<file path="src/rtl/simd_pkg.sv">
package simd_pkg;
  localparam int unsigned DATA_W = 32;
  localparam int unsigned BYTE_W = 8;
  localparam int unsigned NBYTES = DATA_W / BYTE_W;

  typedef enum logic [2:0] {
    OP_ADD = 3'd0,
    OP_SUB = 3'd1,
    OP_AND = 3'd2,
    OP_OR  = 3'd3,
    OP_XOR = 3'd4,
    OP_SLL = 3'd5,
    OP_SRL = 3'd6,
    OP_SRA = 3'd7
  } alu_op_e;

  typedef enum logic [1:0] {
    EW_8    = 2'd0,
    EW_16   = 2'd1,
    EW_32   = 2'd2,
    EW_RSVD = 2'd3
  } ew_e;

  typedef enum logic [1:0] {
    SH_LEFT  = 2'd0,
    SH_RIGHT = 2'd1,
    SH_ARITH = 2'd2
  } sh_kind_e;
endpackage

</file>
<file path="src/rtl/simd_addsub.sv">
module simd_addsub
  import simd_pkg::*;
#(
  parameter int unsigned W = DATA_W
) (
  input  logic [W-1:0] a_i,
  input  logic [W-1:0] b_i,
  input  logic         sub_i,
  input  ew_e          ew_i,
  output logic [W-1:0] sum_o
);
  localparam int unsigned NB = W / BYTE_W;

  logic [W-1:0]  b_x;
  logic [NB-1:0] cout;
  logic [NB-1:0] cin;

  assign b_x = sub_i ? ~b_i : b_i;

  for (genvar j = 0; j < NB; j++) begin : g_byte
    logic lane_start;
    logic [BYTE_W:0] part;
    // carry chain breaks where a new lane begins
    if (j % 4 == 0) begin : g_w32
      assign lane_start = 1'b1;
    end else if (j % 2 == 0) begin : g_w16
      assign lane_start = (ew_i == EW_8) || (ew_i == EW_16);
    end else begin : g_w8
      assign lane_start = (ew_i == EW_8);
    end
    if (j == 0) begin : g_first
      assign cin[j] = sub_i;
    end else begin : g_rest
      assign cin[j] = lane_start ? sub_i : cout[j-1];
    end
    assign part = {1'b0, a_i[j*BYTE_W +: BYTE_W]} + {1'b0, b_x[j*BYTE_W +: BYTE_W]}
                + {{BYTE_W{1'b0}}, cin[j]};
    assign cout[j] = part[BYTE_W];
    assign sum_o[j*BYTE_W +: BYTE_W] = part[BYTE_W-1:0];
  end
endmodule

</file>
<file path="src/rtl/simd_lane_shift.sv">
module simd_lane_shift
  import simd_pkg::*;
#(
  parameter int unsigned W = 8,
  localparam int unsigned AW = $clog2(W)
) (
  input  logic [W-1:0]  x_i,
  input  logic [AW-1:0] amt_i,
  input  sh_kind_e      kind_i,
  output logic [W-1:0]  y_o
);
  always_comb begin
    unique case (kind_i)
      SH_LEFT:  y_o = x_i << amt_i;
      SH_RIGHT: y_o = x_i >> amt_i;
      SH_ARITH: y_o = W'($signed(x_i) >>> amt_i);
      default:  y_o = '0;
    endcase
  end
endmodule

</file>
<file path="src/rtl/simd_shift.sv">
module simd_shift
  import simd_pkg::*;
#(
  parameter int unsigned W = DATA_W
) (
  input  logic [W-1:0] a_i,
  input  logic [W-1:0] b_i,
  input  sh_kind_e     kind_i,
  input  ew_e          ew_i,
  output logic [W-1:0] y_o
);
  localparam int unsigned N8  = W / 8;
  localparam int unsigned N16 = W / 16;
  localparam int unsigned N32 = W / 32;

  logic [W-1:0] y8, y16, y32;
  logic unused_b;
  assign unused_b = ^b_i;

  for (genvar l = 0; l < N8; l++) begin : g_l8
    simd_lane_shift #(.W(8)) u_sh (
      .x_i(a_i[l*8 +: 8]), .amt_i(b_i[l*8 +: 3]), .kind_i(kind_i), .y_o(y8[l*8 +: 8]));
  end
  for (genvar l = 0; l < N16; l++) begin : g_l16
    simd_lane_shift #(.W(16)) u_sh (
      .x_i(a_i[l*16 +: 16]), .amt_i(b_i[l*16 +: 4]), .kind_i(kind_i), .y_o(y16[l*16 +: 16]));
  end
  for (genvar l = 0; l < N32; l++) begin : g_l32
    simd_lane_shift #(.W(32)) u_sh (
      .x_i(a_i[l*32 +: 32]), .amt_i(b_i[l*32 +: 5]), .kind_i(kind_i), .y_o(y32[l*32 +: 32]));
  end

  always_comb begin
    unique case (ew_i)
      EW_8:    y_o = y8;
      EW_16:   y_o = y16;
      EW_32:   y_o = y32;
      default: y_o = '0;
    endcase
  end
endmodule

</file>
<file path="src/rtl/simd_mask.sv">
module simd_mask
  import simd_pkg::*;
#(
  parameter int unsigned NB   = NBYTES,
  parameter int unsigned VL_W = 3
) (
  input  ew_e             ew_i,
  input  logic [NB-1:0]   pred_i,
  input  logic [VL_W-1:0] vl_i,
  output logic [NB-1:0]   we_o
);
  always_comb begin
    we_o = '0;
    for (int j = 0; j < NB; j++) begin
      int unsigned elem;
      elem = 0;
      unique case (ew_i)
        EW_8:    elem = j;
        EW_16:   elem = j / 2;
        EW_32:   elem = j / 4;
        default: elem = 0;
      endcase
      if (ew_i != EW_RSVD)
        we_o[j] = pred_i[elem] && (elem < int'(vl_i));
    end
  end
endmodule

</file>
<file path="src/rtl/simd_alu.sv">
module simd_alu
  import simd_pkg::*;
#(
  parameter int unsigned VL_W = 3
) (
  input  logic              clk_i,
  input  logic              rst_ni,
  input  logic              valid_i,
  input  logic [2:0]        op_i,
  input  logic [1:0]        ew_i,
  input  logic [DATA_W-1:0] a_i,
  input  logic [DATA_W-1:0] b_i,
  input  logic [NBYTES-1:0] pred_i,
  input  logic [VL_W-1:0]   vl_i,
  output logic              valid_o,
  output logic [DATA_W-1:0] result_o,
  output logic [NBYTES-1:0] byte_we_o
);
  alu_op_e op;
  ew_e     ew;
  sh_kind_e sh_kind;
  logic [DATA_W-1:0] sum, shf, res_d;
  logic [NBYTES-1:0] we_d;

  assign op = alu_op_e'(op_i);
  assign ew = ew_e'(ew_i);

  always_comb begin
    unique case (op)
      OP_SLL:  sh_kind = SH_LEFT;
      OP_SRL:  sh_kind = SH_RIGHT;
      default: sh_kind = SH_ARITH;
    endcase
  end

  simd_addsub #(.W(DATA_W)) u_addsub (
    .a_i(a_i), .b_i(b_i), .sub_i(op == OP_SUB), .ew_i(ew), .sum_o(sum));

  simd_shift #(.W(DATA_W)) u_shift (
    .a_i(a_i), .b_i(b_i), .kind_i(sh_kind), .ew_i(ew), .y_o(shf));

  simd_mask #(.NB(NBYTES), .VL_W(VL_W)) u_mask (
    .ew_i(ew), .pred_i(pred_i), .vl_i(vl_i), .we_o(we_d));

  always_comb begin
    unique case (op)
      OP_ADD, OP_SUB:         res_d = sum;
      OP_AND:                 res_d = a_i & b_i;
      OP_OR:                  res_d = a_i | b_i;
      OP_XOR:                 res_d = a_i ^ b_i;
      OP_SLL, OP_SRL, OP_SRA: res_d = shf;
      default:                res_d = '0;
    endcase
    if (ew == EW_RSVD) res_d = '0;
  end

  always_ff @(posedge clk_i or negedge rst_ni) begin
    if (!rst_ni) begin
      valid_o   <= 1'b0;
      result_o  <= '0;
      byte_we_o <= '0;
    end else begin
      valid_o   <= valid_i;
      byte_we_o <= valid_i ? we_d : '0;
      if (valid_i) result_o <= res_d;
    end
  end

  a_r1_valid_follows: assert property (@(posedge clk_i) disable iff (!rst_ni)
    valid_i |=> valid_o);
  a_r10_idle_no_write: assert property (@(posedge clk_i) disable iff (!rst_ni)
    !valid_i |=> (!valid_o && byte_we_o == '0));
  a_r8_rsvd_no_write: assert property (@(posedge clk_i) disable iff (!rst_ni)
    (valid_i && ew_i == 2'b11) |=> (byte_we_o == '0 && result_o == '0));
  a_r7_pred_off_no_write: assert property (@(posedge clk_i) disable iff (!rst_ni)
    (valid_i && pred_i == '0) |=> byte_we_o == '0);
  a_r7_half_pairs: assert property (@(posedge clk_i) disable iff (!rst_ni)
    (valid_i && ew_i == 2'b01) |=> (byte_we_o[0] == byte_we_o[1] && byte_we_o[2] == byte_we_o[3]));
  a_r2_word_add: assert property (@(posedge clk_i) disable iff (!rst_ni)
    (valid_i && op_i == 3'd0 && ew_i == 2'b10) |=> result_o == ($past(a_i) + $past(b_i)));
  a_r2_byte0_add: assert property (@(posedge clk_i) disable iff (!rst_ni)
    (valid_i && op_i == 3'd0 && ew_i == 2'b00) |=> result_o[7:0] == ($past(a_i[7:0]) + $past(b_i[7:0])));
  a_r4_xor: assert property (@(posedge clk_i) disable iff (!rst_ni)
    (valid_i && op_i == 3'd4 && ew_i != 2'b11) |=> result_o == ($past(a_i) ^ $past(b_i)));
endmodule

</file>
<file path="config.mk">
export PLATFORM = sky130hd
export DESIGN_NAME = simd_alu
export DESIGN_NICKNAME = d
export VERILOG_FILES = /design/src/rtl/simd_pkg.sv /design/src/rtl/simd_addsub.sv /design/src/rtl/simd_lane_shift.sv /design/src/rtl/simd_shift.sv /design/src/rtl/simd_mask.sv /design/src/rtl/simd_alu.sv
export SDC_FILE = /design/constraint.sdc
export NUM_CORES = 1
export LEC_CHECK = 0
export BUFFER_PORTS_ARGS = -buffer_cell sky130_fd_sc_hd__clkbuf_2
export CAP_MARGIN = 5
export CORE_UTILIZATION = 45
export DETAILED_ROUTE_END_ITERATION = 12
export PLACE_DENSITY = 0.6
export SYNTH_ARGS = -nofsm -noshare
export SYNTH_HDL_FRONTEND = slang
export SYNTH_SLANG_ARGS = --single-unit
</file>
<file path="constraint.sdc">
create_clock -name clk_i -period 1.73 [get_ports clk_i]
set_input_delay 0.173 -clock clk_i [delete_from_list [all_inputs] [get_ports clk_i]]
set_output_delay 0.173 -clock clk_i [all_outputs]
set_load 0.03 [all_outputs]
</file>
# == Word-level counts from Yosys, hierarchy flattened ==
# Index checks and enable logic that the tools add are counted.
# word_totals
regBits,37
in_bits,79
out_inout_bits,37
elab_cells,95
# classes
n_addsub,8
n_lt_le_gt_ge,7
eq_ne,13
shifts,21
mux,29
bitwise_logic,4
reduce_logical,10
# op_table
op,n
$pmux W32 S3,2
$pmux W32 S5,1
$pmux W16 S3,2
$pmux W8 S3,4
$mux W32,2
$and A32 B32 Y32,1
$lt A32 B3 Y1,1
$lt A32 B3 Y1 const B,1
$not A32 Y32,1
$or A32 B32 Y32,1
$shl A16 B4 Y16,2
$shl A32 B5 Y32,1
$shl A8 B3 Y8,4
$shr A16 B4 Y16,2
$shr A32 B5 Y32,1
$shr A8 B3 Y8,4
$sshr A16 B4 Y16,2
$sshr A32 B5 Y32,1
$sshr A8 B3 Y8,4
$xor A32 B32 Y32,1
$add A8 B8 Y9,3
$add A9 B1 Y9,3
$eq A3 B3 Y1 const B,4
$pmux W2 S2,3
19 further kinds,41

# == Longest topological paths before layout ==
# Gate-level depths: netlist of run 1.
# logic_depth
ltp_word,12
depth_mapped,41
ltp_nobuf,38

# == By module ==
# Synthesis of run 1 repeated with hierarchy kept, for this count alone.
# hier_totals
cells_unflattened,1954
hier_area_um2,16763.6
# by_module_without_submodules
module,instances,cells_per_inst,area_per_inst_um2,seq_area_each_um2
simd_lane_shift (u_shift.g_l32[0].u_sh),1,490,4124.0,0.0
simd_alu,1,425,3860.0,925.9
simd_lane_shift (u_shift.g_l16[0].u_sh ...),2,195,1821.7,0.0
simd_lane_shift (u_shift.g_l8[0].u_sh ...),4,84,631.9,0.0
simd_addsub,1,215,1680.4,0.0
simd_shift,1,77,787.0,0.0
simd_mask,1,21,141.4,0.0

# == Worst setup path after synthesis of run 1 ==
# No wires, ideal clock.
# synth_path
kind,input to register
from,input port op_i[2]
to,register result_o[30]
setup_time_ns,0.070
arrival_ns,8.933
t_required_ns,1.660
slack_ns,-7.273
cell_stages,41
path_buffers,3
cell_sequence,clkbuf_1 > or2_2 > clkbuf_1 > nor2_1 > buf_1 > xnor2_1 > fa_1 > a21o_1 > a21oi_1 > o21bai_1 > a21oi_1 > nor2b_1 > o21ai_0 > a21oi_1 > fa_1 > fa_1 > a21o_1 > a21oi_1 > [... 5 more ...] > fa_1 > fa_1 > a21o_1 > a21oi_1 > o21bai_1 > a21oi_1 > o21bai_1 > a211oi_1 > nor2_1 > fa_1 > fa_1 > a21o_1 > a21oi_1 > nand2b_1 > mux2_2 > a2111oi_0 > o2111ai_1 > nand3_1
# synth_between
elab_chain_len,12
elab_cells_between_ends,32
cone_classes,add/sub (8); eq/ne (9); mux (11); reduce/logical (4)
# synth_lines
element,line_no,text
start: declaration,simd_alu.sv:9,"input logic [2:0] op_i,"
$eq A3 B1 Y1,"simd_alu.sv:37, simd_alu.sv:46",
$mux W32,simd_addsub.sv:18,assign b_x = sub_i ? ~b_i : b_i;
$add A8 B8 Y9,simd_addsub.sv:36,"assign part = {1'b0, a_i[j*BYTE_W +: BYTE_W]} + {1'b0, b_x[j*BYTE_W +: BYTE_W]}"
$add A9 B1 Y9,simd_addsub.sv:37,"+ {{BYTE_W{1'b0}}, cin[j]};"
$mux W1,simd_addsub.sv:34,assign cin[j] = lane_start ? sub_i : cout[j-1];
$add A9 B1 Y9,simd_addsub.sv:37,
$mux W1,simd_addsub.sv:34,
$add A9 B1 Y9,simd_addsub.sv:37,
$mux W1,simd_addsub.sv:34,
$add A8 B1 Y8,simd_addsub.sv:37,
$pmux W32 S5 (*),simd_alu.sv:46,unique case (op)
$mux W32 (*),simd_alu.sv:54,if (ew == EW_RSVD) res_d = '0;
end signal: assignment,simd_alu.sv:65,if (valid_i) result_o <= res_d;
end: declaration,simd_alu.sv:16,"output logic [DATA_W-1:0] result_o,"
# Every way passes the cells marked *; elsewhere a longest branch is shown, timed or not.
# A chain may end at the register's enable or synchronous reset.

# == Worst setup path after layout of run 1 ==
# layout_path
from,input port op_i[2]
to,register result_o[22]
# layout_between
elab_chain_len,10
elab_cells_between_ends,29
cone_classes,add/sub (6); eq/ne (9); mux (10); reduce/logical (4)
# layout_lines
element,line_no
$eq A3 B1 Y1,"simd_alu.sv:37, simd_alu.sv:46"
$mux W32,simd_addsub.sv:18
$add A8 B8 Y9,simd_addsub.sv:36
$add A9 B1 Y9,simd_addsub.sv:37
$mux W1,simd_addsub.sv:34
$add A9 B1 Y9,simd_addsub.sv:37
$mux W1,simd_addsub.sv:34
$add A9 B1 Y9,simd_addsub.sv:37
$pmux W32 S5 (*),simd_alu.sv:46
$mux W32 (*),simd_alu.sv:54
# Marks and branches as above.

==> metrics, run 1 <==
Synth Warn #=0; critical-path cell with the highest stage delay=sky130_fd_sc_hd__fa_2; Clock Tree Root=sky130_fd_sc_hd__clkbuf_16; total leakage power=9.02 nW; multiplexer share of the synthesized area=26.0%; Least-Margin Pin Slew=0.946 ns; clock slew at reported path FFs=0.06 ns; Detailed Place HPWL=58,600 µm; post-synthesis cell count=1,754; share of post-route cells with drive strength above 1=42.9%; instance count along the most critical hold path=3; result of the run=complete, but fails checks; Yosys top cell by area=sky130_fd_sc_hd__mux4_2; share of power burned in registers=11.0%; clock network power share=12.9%; Longest Clk Path Bufs=2; initial core utilization=46.3%; clock tree from TritonCTS=yes; total number of vias=18.8k; Post-synth EDFFs=0; number of hold-slack violations in the final timing report=0; post-detailed-route count of antenna-violating nets=0; via-per-instance ratio=7.03; fraction of the core area covered by cells at the end of the flow=68.1%; synthesized-area fraction occupied by and/or/nand/nor cells=15.8%; CTS sink count=37; net switching power of the design=4.62 mW; path class of the lowest-slack min-delay path=input port to flop; ys flop type=sky130_fd_sc_hd__dfrtp_1; endpoint kind of the worst setup timing path=flop; Critical Path Start Type=input port; worst max-slew margin expressed relative to the limit=36.1%; via count of the first global-routing pass=18.2k; antenna violations before repair=4; RSZ-0062 raised after global routing=true; clock latency on the worst-skew pair=0.29 ns; width of the chip=175 µm; routed wirelength normalized by instance count=30.8 µm; max-cap violations=0; switch share=47.3%; unique cell type count in the Yosys netlist=79; number of placement rows=62; number of cells traversed by the worst register-to-register path=5; complex-gate fraction of the synthesized area=29.6%; largest clock skew in the final design=0 ns; CTS H-Tree Depth=2; leading post-synthesis cells by instance count=157 x sky130_fd_sc_hd__nor2_1, 148 x sky130_fd_sc_hd__nand2_1, 140 x sky130_fd_sc_hd__o21ai_0; worst endpoint data arrival time=7.98 ns; most common cell in the synthesized netlist=sky130_fd_sc_hd__nor2_1; post-synthesis share of cell area spent on full adders, half adders and majority gates=9.89%; total of buffers placed on input and output ports=115; xor/xnor cell area share of the yosys netlist=3.59%; number of nets produced by synthesis=1,935; CTS buffer count=5; number of register bits inferred by synthesis=37; Post-layout nets=2,468; power share of the combinational group=76.1%; total routing resource utilization after global routing=53.5%; top cells by area, synth=sky130_fd_sc_hd__mux4_2 17%, sky130_fd_sc_hd__ha_1 8.8%, sky130_fd_sc_hd__dfrtp_1 6.9%, sky130_fd_sc_hd__mux2i_1 5.6%, sky130_fd_sc_hd__o21ai_0 5.2%; dominant cell type by count on the critical path=sky130_fd_sc_hd__buf_4; Internal Power=5.15 mW; RePlAce Congestion=1.08; Slew Viols, Final=0; peak ir drop on the vdd network=0.000348 V; Async SR Flop Fraction=100%; die height=175 µm; maximum number of pins on one net before global-route repair=51; First DRT Iteration DRCs=3,263; area of the core=29,000 µm²; power density over cell area=495 nW/µm²; syn_area_per_cell=7.66 µm²; Post-Syn Area=13,400 µm²; clock period minus worst slack=7.76 ns; first-pass GRT wire length=121,000 µm; worst setup margin=-6.03 ns; worst endpoint required time=1.95 ns; global-route congestion overflow total=0; type of the worst setup path=input port to flop; delay contributed by the slowest stage of the critical path=0.38 ns; sequential fraction of the synthesis area=6.89%; setup TNS=-96.55 ns; drc violations=0; overall die area=30,500 µm²; length of the first detailed-routing pass in iterations=6; setup violation total in the final timing report=32; combinational family with the most area after synthesis=compound AO/OA/AOI/OAI gates; Crit Path Max Fanout=3; violations in the final reports=negative setup slack; count of pins on the block boundary=116; fraction of synthesized cell area taken by the top area cell type=17.4%; Fmax=129 MHz; final worst path period share=449%; Area growth, synth to finish=47.0%; sum of routed wire length over all layers=82,400 µm
-- per-layer routing --
metal  track usage, %  wire length [µm]  vias to the layer above
met5                0                33                        -
met3             19.4             13800                      363
met2             76.3             33300                     1730
li1                 -                 -                     7712
met1             71.1             30900                     8972
met4             25.5              4490                        4
-- state kept, by name, indices dropped and copies added, names as in the netlist --
signal     cells
result_o      32
byte_we_o      4
valid_o        1
-- power groups by stage --
stage          sequential (mW)  clock (mW)  combinational (mW)
2_1_floorplan             1.29           0                3.12
3_3_place_gp              1.08           0                6.12
3_5_place_dp              1.08           0                6.20
4_1_cts                   1.07        1.24                7.05
5_1_grt                   1.08        1.27                7.67
6_report                  1.08        1.26                7.44
-- final cells by class --
type	instances	area, µm²
diodes	1	2.50
fillers	2376	9270
clock inverters	3	65.1
multi-input cells	1439	12000
well taps	384	480
repair buffers	724	5820
flip-flops and latches	37	926
clock buffers	5	125
inverters	80	315
-- cell usage in the layout, fill, tap and decap left out, drive strengths merged, types with 7 or more instances in the layout --
| cell type | instances |
|---|---|
| buf | 604 |
| o31ai | 12 |
| o21ai | 141 |
| o22ai | 26 |
| nor4 | 7 |
| nor3 | 30 |
| o2bb2ai | 7 |
| o221ai | 14 |
| clkbuf | 117 |
| a22oi | 28 |
| a211oi | 24 |
| nor2 | 157 |
| nand3 | 39 |
| a311oi | 9 |
| fa | 7 |
| nand2b | 18 |
| nor2b | 21 |
| a21oi | 133 |
| a211o | 12 |
| mux2i | 75 |
| a2bb2oi | 9 |
| o21a | 10 |
| or2 | 15 |
| inv | 75 |
| a32oi | 8 |
| mux2 | 35 |
| mux4 | 104 |
| xnor2 | 49 |
| a22o | 11 |
| a31oi | 28 |
| nand2 | 148 |
| ha | 95 |
| bufbuf | 7 |
| o211ai | 23 |
| a21o | 12 |
| a2111oi | 9 |
| o311ai | 8 |
| a221oi | 18 |
| dfrtp | 37 |
-- path summary, 6_finish.rpt --
| kind | end | startpoint | slack [ns] |
|---|---|---|---|
| worst max register to register | result_o[25]$_DFFE_PN0P_ | result_o[25]$_DFFE_PN0P_ | -0.20 |
| worst min-delay path | byte_we_o[0]$_DFF_PN0_ | pred_i[0] | 0.17 |
| worst min register to register | result_o[22]$_DFFE_PN0P_ | result_o[22]$_DFFE_PN0P_ | 0.50 |
| max in group asynchronous | result_o[15]$_DFFE_PN0P_ | rst_ni | 0.82 |
| worst max-delay path | result_o[22]$_DFFE_PN0P_ | op_i[2] | -6.03 |
| min in group asynchronous | result_o[8]$_DFFE_PN0P_ | rst_ni | 0.50 |
-- cell families (layout without fill, tap and decap cells) --
family                     count (synthesis)  in the layout
other                                      0              1
adders and majority gates                102            102
AOI/OAI and AO/OA                        599            599
and+or+nand+nor                          469            469
xor gates and xnor gates                  55             55
DFF                                       37             37
muxes                                    214            214
buffers and inverters                    278            812
-- critical path: cells and delay by family --
family,cells,cell delay [ns]
AO/OA/AOI/OAI,18,2.85
buffers and inverters,24,2.32
adder cells (fa/ha/maj),5,1.86
AND/OR/NAND/NOR,4,0.55
XOR/XNOR,2,0.18
-- through the flow --
stage | std cells | total power [mW] | setup WS [ns] | area (µm²) | hold WS [ns]
after floorplan | 1754 | 4.41 | -5.83 | 13700 | -0.123
after global placement | 2591 | 7.19 | -6.21 | 18000 | 0.277
after detailed placement | 2591 | 7.28 | -6.33 | 18000 | 0.275
after CTS | 2714 | 9.36 | -5.77 | 19800 | 0.163
after global routing | 2672 | 10.0 | -6.27 | 19700 | 0.203
final | 2673 | 9.77 | -6.03 | 19700 | 0.170
-- what timing repair did --
item                                    in CTS  in global routing
buffers inserted                           110                 13
cloned                                      10                  1
endpoints found under the setup margin      34                 33
resized for setup                          117                 45
hold buffers                                 1                  0
pin swaps                                   50                 51
endpoints found under the hold margin       37                  0
(Power assumes the default switching activity.)
==> inputs of run 2 (changes only) <==
PLACE_DENSITY = 0.59   (was 0.6)
SYNTH_HIERARCHICAL = 1   (was not set)
==> run 2 against run 1 <==
  * The flow still finishes with violations (negative setup slack)
  * Area after synthesis rose by 25%
  * Non-clock buffer count fell by 100
  * Synthesized cell count rose by 11%
  * Utilization fell by 9.3 points
  * Setup slack improved by 1.5 ns
  * Power rose by 2.1%
  * Critical path depth fell by 19
  * Flip-flop and latch count did not move
  * First-iteration DRC count fell by 45%
  * Global-route usage fell by 17 points
  * Sequential power barely moved
  * Maximum frequency rose by 23%
==> metrics, run 2 <==
setup violation total in the final timing report=32; delay contributed by the slowest stage of the critical path=0.39 ns; clock period minus worst slack=6.30 ns; number of register bits inferred by synthesis=37; Critical Path Start Type=input port; sum of routed wire length over all layers=71,400 µm; fraction of the core area covered by cells at the end of the flow=58.7%; most common cell in the synthesized netlist=sky130_fd_sc_hd__mux2i_1; setup TNS=-80.80 ns; maximum number of pins on one net before global-route repair=70; CTS buffer count=5; max reg flops=32; largest clock skew in the final design=0 ns; Post-Syn Area=16,800 µm²; fraction of synthesized cell area taken by the top area cell type=12.2%; final worst path period share=364%; First DRT Iteration DRCs=1,789; initial core utilization=45.8%; clock slew at reported path FFs=0.06 ns; reg-to-reg endpoint=result_o[17]$_DFFE_PN0P_; combined area of the multi-input logic cells=14,500 µm²; CTS sink count=37; number of hold-slack violations in the final timing report=0; first-pass GRT wire length=108,000 µm; number of diodes added for antenna fixing=0; Longest Clk Path Bufs=2; Fmax=159 MHz; critical-path cell with the highest stage delay=sky130_fd_sc_hd__fa_2; total of buffers placed on input and output ports=115; Clock Tree Root=sky130_fd_sc_hd__clkbuf_16; antenna violations before repair=3; via count of the first global-routing pass=17.9k; peak ir drop on the vdd network=0.00128 V; Regs by FF count=result_o x32, byte_we_o x4, valid_o x1; sequential fraction of the synthesis area=5.52%; endpoint kind of the worst setup timing path=flop; Yosys top cell by area=sky130_fd_sc_hd__mux4_2; critical path endpoint=result_o[30]$_DFFE_PN0P_; share of post-route cells with drive strength above 1=37.9%; clock tree from TritonCTS=yes; count of pins on the block boundary=116; fillers=3,349; die height=195 µm; top cells by area, synth=sky130_fd_sc_hd__mux4_2 12%, sky130_fd_sc_hd__mux2i_1 11%, sky130_fd_sc_hd__ha_1 6.9%, sky130_fd_sc_hd__dfrtp_1 5.5%, sky130_fd_sc_hd__mux4_1 4.9%; via-per-instance ratio=6.59; syn_area_per_cell=8.58 µm²; Most flops, register=result_o; reg-to-reg slack, setup=1.02 ns; number of placed instances with taps included=2,848; reg-to-reg startpoint=result_o[17]$_DFFE_PN0P_; type of the worst setup path=input port to flop; RSZ-0062 raised after global routing=true; Post-synth EDFFs=0; worst setup margin=-4.57 ns; total routing resource utilization after global routing=36.4%; worst setup path startpoint=op_i[2]; number of cells traversed by the worst register-to-register path=1; area of the core=36,600 µm²; worst max-slew margin expressed relative to the limit=37.7%; max-cap violations=0; total power=9.98 mW; Slew Viols, Final=0; leading post-synthesis cells by instance count=178 x sky130_fd_sc_hd__mux2i_1, 130 x sky130_fd_sc_hd__inv_1, 127 x sky130_fd_sc_hd__nand2_1; violations in the final reports=negative setup slack; Async SR Flop Fraction=100%; ys flop type=sky130_fd_sc_hd__dfrtp_1; Area growth, synth to finish=28.3%; total number of vias=19.0k; Detailed Place HPWL=53,600 µm; Post-layout nets=2,583; routed wirelength normalized by instance count=24.9 µm; dominant cell type by count on the critical path=sky130_fd_sc_hd__fa_2; global-route congestion overflow total=0; path class of the lowest-slack min-delay path=input port to flop; RePlAce Congestion=1.05; Synth Warn #=6; top library cells by usage in the layout, fill and taps aside=479 x sky130_fd_sc_hd__buf_4, 177 x sky130_fd_sc_hd__mux2i_1, 125 x sky130_fd_sc_hd__inv_1; worst endpoint data arrival time=6.48 ns; width of the chip=195 µm; CTS H-Tree Depth=2; total leakage power=9.82 nW; post-detailed-route count of antenna-violating nets=0; overall die area=38,000 µm²; Worst Hold Margin=0.0800 ns; number of nets produced by synthesis=2,132; length of the first detailed-routing pass in iterations=6; result of the run=complete, but fails checks; Least-Margin Pin Slew=0.935 ns; non-filler cells, final=2,874; worst endpoint required time=1.91 ns; clock latency on the worst-skew pair=0.29 ns; Sequential Area=926 µm²; Crit Path Max Fanout=3; post-synthesis cell count=1,954; drc violations=0; most frequent standard cell in the layout excluding fill and tap cells=sky130_fd_sc_hd__buf_4; number of placement rows=70; power density over cell area=464 nW/µm²; unique cell type count in the Yosys netlist=96
==> run 2: cells by family after synthesis <==
kind of cell	Yosys count	synth area share, %
buffers and inverters	317	9.87
DFF	37	5.52
and+or+nand+nor	470	14.1
muxes	350	31.1
xor gates and xnor gates	60	3.22
adders and majority gates	99	7.70
AOI/OAI and AO/OA	621	28.5
==> run 2: stage by stage <==
stage | area, µm² | setup slack, ns
4_1_cts | 21300 | -4.56
3_5_place_dp | 20900 | -5.04
2_1_floorplan | 17100 | -5.11
6_report | 21500 | -4.57
3_3_place_gp | 20900 | -4.96
5_1_grt | 21500 | -4.84
==> run 2: critical path: cells and delay by family <==
kind	cells	cell delay, ns
adders and majority gates	7	2.58
AOI/OAI and AO/OA	16	2.32
and+or+nand+nor	8	1.04
xor gates and xnor gates	1	0.18
buffers and inverters	2	0.16
==> run 2: where the power goes <==
group / leakage [nW] / total, mW / switching (mW) / internal, mW
clock: 0.0841 / 1.09 / 0.367 / 0.720
combinational: 9.27 / 7.82 / 4.27 / 3.55
sequential: 0.465 / 1.07 / 0.0834 / 0.989
total: 9.82 / 9.98 / 4.72 / 5.26
==> run 2: metal layers <==
metal	vias to the layer above	GRT usage, %	routed length [µm]
met2	866	56.6	31600
met4	4	9.59	1780
met5	-	0	17
li1	8523	-	-
met1	9449	51.3	31600
met3	108	7.12	6450
==> run 2: final cells by class <==
cell class | instances | area share, %
Multi-Input combinational cell | 1600 | 67.6
Timing Repair Buffer | 624 | 22.2
Sequential cell | 37 | 4.31
Tap cell | 468 | 2.72
Inverter | 137 | 2.39
Clock buffer | 7 | 0.663
Clock inverter | 1 | 0.140
==> run 2: how the worst min path moves through the flow <==
stage	start	to	slack, ns	depth (start not counted)
3_5_place_dp	rst_ni	result_o[0]$_DFFE_PN0P_	0.25	2
3_3_place_gp	rst_ni	result_o[1]$_DFFE_PN0P_	0.25	2
5_1_grt	valid_i	valid_o$_DFF_PN0_	0.08	1
6_report	valid_i	valid_o$_DFF_PN0_	0.08	1
4_1_cts	valid_i	valid_o$_DFF_PN0_	0.07	1
2_1_floorplan	rst_ni	byte_we_o[0]$_DFF_PN0_	-0.12	0
==> run 2: timing repair <==
action,4_1_cts,5_1_grt
cloned,2,1
gates resized for setup,40,30
pin swaps,22,27
setup endpoints to repair,32,32
hold buffers,1,0
buffers inserted,8,7
hold endpoints to repair,37,0
